$ cat config.mk
export PLATFORM = sky130hd
export DESIGN_NAME = psd_divider
export DESIGN_NICKNAME = d
export VERILOG_FILES = /design/src/rtl/psd_pkg.sv /design/src/rtl/psd_prescaler.sv /design/src/rtl/psd_mod_stage.sv /design/src/rtl/psd_swallow.sv /design/src/rtl/psd_divider.sv
export SDC_FILE = /design/constraint.sdc
export NUM_CORES = 1
export LEC_CHECK = 0
export BUFFER_PORTS_ARGS = -buffer_cell sky130_fd_sc_hd__buf_4
export CAP_MARGIN = 10
export CELL_PAD_IN_SITES_DETAIL_PLACEMENT = 2
export CELL_PAD_IN_SITES_GLOBAL_PLACEMENT = 2
export CORE_MARGIN = 2
export CORE_UTILIZATION = 39
export DETAILED_ROUTE_END_ITERATION = 8
export PLACE_DENSITY_LB_ADDON = 0.1
export SLEW_MARGIN = 30
export SYNTH_ARGS = -nofsm -noshare
export SYNTH_HDL_FRONTEND = slang
export SYNTH_HIERARCHICAL = 1
export SYNTH_SLANG_ARGS = --single-unit
$ cat constraint.sdc
create_clock -name clk_i -period 8.4 [get_ports clk_i]
set_input_delay 0 -clock clk_i [delete_from_list [all_inputs] [get_ports clk_i]]
set_output_delay 0 -clock clk_i [all_outputs]
set_load 0.02 [all_outputs]
$ cat src/rtl/psd_pkg.sv
package psd_pkg;
  localparam int PRE_P   = 64;  // base prescaler modulus (P / P+1)
  localparam int MAIN_LO = 12;  // first main-counter stage
  localparam int MAIN_HI = 6;   // second main-counter stage
  localparam int SW_W    = 6;   // swallow counter width
  localparam int A_LO    = 27;  // smallest swallow count
  localparam int A_HI    = 42;  // largest swallow count
  localparam int N_BASE  = PRE_P * MAIN_LO * MAIN_HI;
  localparam int N_MIN   = N_BASE + A_LO;
  localparam int N_MAX   = N_BASE + A_HI;
endpackage

$ cat src/rtl/psd_prescaler.sv
module psd_prescaler #(
  parameter int P = 64
) (
  input  logic clk_i,
  input  logic rst_i,
  input  logic plus_i,
  output logic tick_o
);
  localparam int CW = $clog2(P + 2);
  localparam logic [CW-1:0] LAST_P  = CW'(P - 1);
  localparam logic [CW-1:0] LAST_P1 = CW'(P);

  logic [CW-1:0] cnt_q;

  assign tick_o = (cnt_q == (plus_i ? LAST_P1 : LAST_P));

  always_ff @(posedge clk_i) begin
    if (rst_i || tick_o) cnt_q <= '0;
    else                 cnt_q <= cnt_q + 1'b1;
  end
endmodule

$ cat src/rtl/psd_mod_stage.sv
module psd_mod_stage #(
  parameter int MOD = 12
) (
  input  logic clk_i,
  input  logic rst_i,
  input  logic en_i,
  output logic wrap_o
);
  localparam int CW = (MOD > 2) ? $clog2(MOD) : 1;
  localparam logic [CW-1:0] LAST = CW'(MOD - 1);

  logic [CW-1:0] cnt_q;

  assign wrap_o = en_i && (cnt_q == LAST);

  always_ff @(posedge clk_i) begin
    if (rst_i)       cnt_q <= '0;
    else if (wrap_o) cnt_q <= '0;
    else if (en_i)   cnt_q <= cnt_q + 1'b1;
  end
endmodule

$ cat src/rtl/psd_swallow.sv
module psd_swallow #(
  parameter int W  = 6,
  parameter int LO = 27,
  parameter int HI = 42
) (
  input  logic         clk_i,
  input  logic         rst_i,
  input  logic         load_i,
  input  logic         dec_i,
  input  logic [W-1:0] a_i,
  output logic         nz_o
);
  localparam logic [W-1:0] LO_V = W'(LO);
  localparam logic [W-1:0] HI_V = W'(HI);

  logic [W-1:0] cnt_q;
  logic [W-1:0] a_clamped;

  always_comb begin
    if (a_i < LO_V)      a_clamped = LO_V;
    else if (a_i > HI_V) a_clamped = HI_V;
    else                 a_clamped = a_i;
  end

  assign nz_o = (cnt_q != '0);

  always_ff @(posedge clk_i) begin
    if (rst_i || load_i)   cnt_q <= a_clamped;
    else if (dec_i && nz_o) cnt_q <= cnt_q - 1'b1;
  end
endmodule

$ cat src/rtl/psd_divider.sv
module psd_divider
  import psd_pkg::*;
#(
  parameter int P     = PRE_P,
  parameter int M_LO  = MAIN_LO,
  parameter int M_HI  = MAIN_HI,
  parameter int AW    = SW_W,
  parameter int A_MIN = A_LO,
  parameter int A_MAX = A_HI
) (
  input  logic          clk_i,
  input  logic          rst_i,
  input  logic [AW-1:0] a_i,
  output logic          div_o,
  output logic          modsel_o
);
  logic pre_tick;
  logic lo_wrap;
  logic period_end;
  logic sw_nz;

  psd_prescaler #(.P(P)) u_pre (
    .clk_i  (clk_i),
    .rst_i  (rst_i),
    .plus_i (sw_nz),
    .tick_o (pre_tick)
  );

  psd_mod_stage #(.MOD(M_LO)) u_main_lo (
    .clk_i  (clk_i),
    .rst_i  (rst_i),
    .en_i   (pre_tick),
    .wrap_o (lo_wrap)
  );

  psd_mod_stage #(.MOD(M_HI)) u_main_hi (
    .clk_i  (clk_i),
    .rst_i  (rst_i),
    .en_i   (lo_wrap),
    .wrap_o (period_end)
  );

  psd_swallow #(.W(AW), .LO(A_MIN), .HI(A_MAX)) u_sw (
    .clk_i  (clk_i),
    .rst_i  (rst_i),
    .load_i (period_end),
    .dec_i  (pre_tick),
    .a_i    (a_i),
    .nz_o   (sw_nz)
  );

  assign modsel_o = sw_nz;

  always_ff @(posedge clk_i) begin
    if (rst_i) div_o <= 1'b0;
    else       div_o <= period_end;
  end
endmodule

==> flow_summary.yaml <==
cells_and_area:
  n_antenna_cell: 0
  syn_to_final_growth_pct: 12.5
  drive_above_1_share: 0.189
  fillers: 306
  fin_area_sq_um: 1260
  final_nets: 142
  final_core_util: 0.458
timing:
  fin_crit_ns: 3.87
  fin_crit_sh: 0.461
  setup_viol: 0
  rsz0062_at_grt: "no"
  fin_setup_tns_ns: 0
  hold_violations: 0
  slew_viol_final: 0
  finClkSkew_ns: 0.00361
  worstMarginPinSlew_ns: 0.652
  fmax_mhz: 258
  relSlewSlack: 0.561
global_route:
  grt_pass1_vias: 940
  antenna_found_initial: 0
  grt_pass1_wl_um: 4350
  grt_max_degree: 15
  overflow: 0
  grtUsageTotal: 0.172
clock_tree:
  clk_pin_slew_ns: 0.12
  cts_tree: "built"
  cts.path.max_buffers: 2
  cts_inserted_buffers: 3
  cts_hold_buf: 1
  clkSinkCount: 21
  cts_resized: 0
  root_buffer: "clkbuf_4"
  clkLatencyLatePin_ns: 0.30
  cts-htree-levels: 1
  cts_setup_buffers: 0
setup_path:
  cp-startpoint: "u_sw/cnt_q[2]$_DFFE_PP_"
  endpoint_kind: "register"
  r2r_cells: 9
  r2r_end: "u_sw/cnt_q[3]$_DFFE_PP_"
  rrSetupSlack_ns: 4.53
  start_kind: "register"
  worstPathArrival_ns: 3.88
  critPathCapture: "u_sw/cnt_q[3]$_DFFE_PP_"
  crit_required_ns: 8.40
  crit_fanout: 6
  path_class: "register to register"
  r2r-start: "u_sw/cnt_q[2]$_DFFE_PP_"
flow_run:
  drv_cap: 0
floorplan:
  core.rowCount: 19
  core_sq_um: 2760
  start_util: 0.407
  chipWidth_um: 57.7
  die_h_um: 57.7
  die_area_sq_um: 3330
  ios: 10
pwr:
  leakagePower_nw: 0.469
  power_density_nw_per_um2: 143
  total_power_uw: 181
  ir_drop_v: 0.0000934
drt:
  wire_per_inst_um: 15.7
  drt_iter0_drc: 39
  wl_um: 2480
  viasPerCell: 5.58
  drc: 0
  dr.pass1.iters: 4
  antenna_left: 0
  num_vias: 881
synth:
  synthesis.nets: 128
  synthTopCellsByArea: "dfxtp_1, edfxtp_1, ha_1"
  yosys.cell_types.count: 38
  ys_seq_elements: 21
  synthArstFlopShare: 0
  synth.most_common_cell: "dfxtp_1"
  synth_warnings: 6
  synthTopCellsByCount: "dfxtp_1, nor2_1, inv_1, xnor2_1"
  synth_top_family_by_area: "simple AND/OR/NAND/NOR gates"
  ys.flop_type: "dfxtp_1"
  ys_seq_area_frac: 0.428
  synth.top_cell.area_share: 0.267
  synth_compound_area_frac: 0.133
  synthSimpleGateAreaFrac: 0.241
  syn_area_sq_um: 1120
  synth-xor-area-share: 0.0702
  netlist.top_cell.by_area: "dfxtp_1"
  muxShareOfSynthArea: 0.0356
  synth_edf_count: 6
  postSynthAreaPerCell_sq_um: 9.86
  syn_inst: 114
  synth-adder-area-share: 0.0668
run_status:
  status: "complete, no violations"
placement:
  io_buffers: 9
  gp_congestion: 0.762
  place_area_sq_um: 1230
  hpwl_um: 2020
worst_hold_path:
  hp-class: "primary input to register"
-- stage by stage --
step / setup slack [ns] / std cells / hold slack, ns
final: 4.53 / 158 / 0.0294
after detailed placement: 4.47 / 153 / 0.315
after CTS: 4.46 / 158 / 0.0145
after global placement: 4.65 / 153 / 0.310
after floorplan: 4.88 / 114 / 0.0643
after global routing: 4.20 / 158 / 0.00121
-- placed cells by master (no fill, tap or decap), types with 4 or more instances in the layout --
cell / n
mux2i_1: 4
a21oi_1: 4
xnor2_1: 7
edfxtp_1: 6
ha_1: 6
nand2_1: 5
buf_4: 9
inv_1: 7
o21ai_0: 6
nor2_1: 11
dfxtp_1: 15
-- kinds of logic (layout without fill, tap and decap cells) --
kind of cell / Yosys count / after routing
and+or+nand+nor: 45 / 45
AOI/OAI and AO/OA: 21 / 21
DFF: 21 / 21
xor gates and xnor gates: 9 / 9
buffers and inverters: 8 / 21
adders and majority gates: 6 / 6
muxes: 4 / 4
-- routing by layer --
metal / track usage / share of wire
met3: 0.0268 / 0.017
met2: 0.281 / 0.50
met5: 0 / 0
met4: 0.0698 / 0.0072
met1: 0.227 / 0.48
-- state kept, by name, indices dropped and copies added, names as in the netlist --
name             flops
u_main_lo/cnt_q      4
div_o                1
u_sw/cnt_q           6
u_pre/cnt_q          7
u_main_hi/cnt_q      3
-- area by class of cell --
| cell class | instances | area [sq um] | share of cell area |
|---|---|---|---|
| inverter | 7 | 26.3 | 0.0208 |
| timing repair buffer | 10 | 77.6 | 0.0614 |
| sequential | 21 | 480 | 0.380 |
| multi-input combinational | 85 | 613 | 0.485 |
| clock inverter | 1 | 5.00 | 0.00396 |
| tap | 31 | 38.8 | 0.0307 |
| clock buffer | 3 | 22.5 | 0.0178 |
-- where the power goes --
group          total [mW]  switching (mW)  leakage [nW]  internal, mW
Combinational      0.0201          0.0101         0.272        0.0100
Clock              0.0485          0.0308        0.0177        0.0177
Sequential          0.112         0.00379         0.179         0.109
-- how the worst min path moves through the flow --
stage,start,endpoint,depth (start not counted)
5_1_grt,a_i[2],u_sw/cnt_q[2]$_DFFE_PP_,2
4_1_cts,a_i[2],u_sw/cnt_q[2]$_DFFE_PP_,2
6_report,a_i[2],u_sw/cnt_q[2]$_DFFE_PP_,2
2_1_floorplan,rst_i,div_o$_SDFF_PP0_,1
3_3_place_gp,rst_i,u_main_hi/cnt_q[2]$_SDFFE_PP0P_,2
3_5_place_dp,rst_i,u_main_hi/cnt_q[2]$_SDFFE_PP0P_,2
-- critical path, cell delays in order (launching register included) --
cell and delay, ns:
edfxtp_1 0.46, or3_1 0.41, or3b_1 0.44, nor4_2 0.62, or2_2 0.31, nand2_1 0.11
nor3b_1 0.52, and3_2 0.33, or2_2 0.16, a21o_1 0.23
Power figures use the tool's default switching activity.
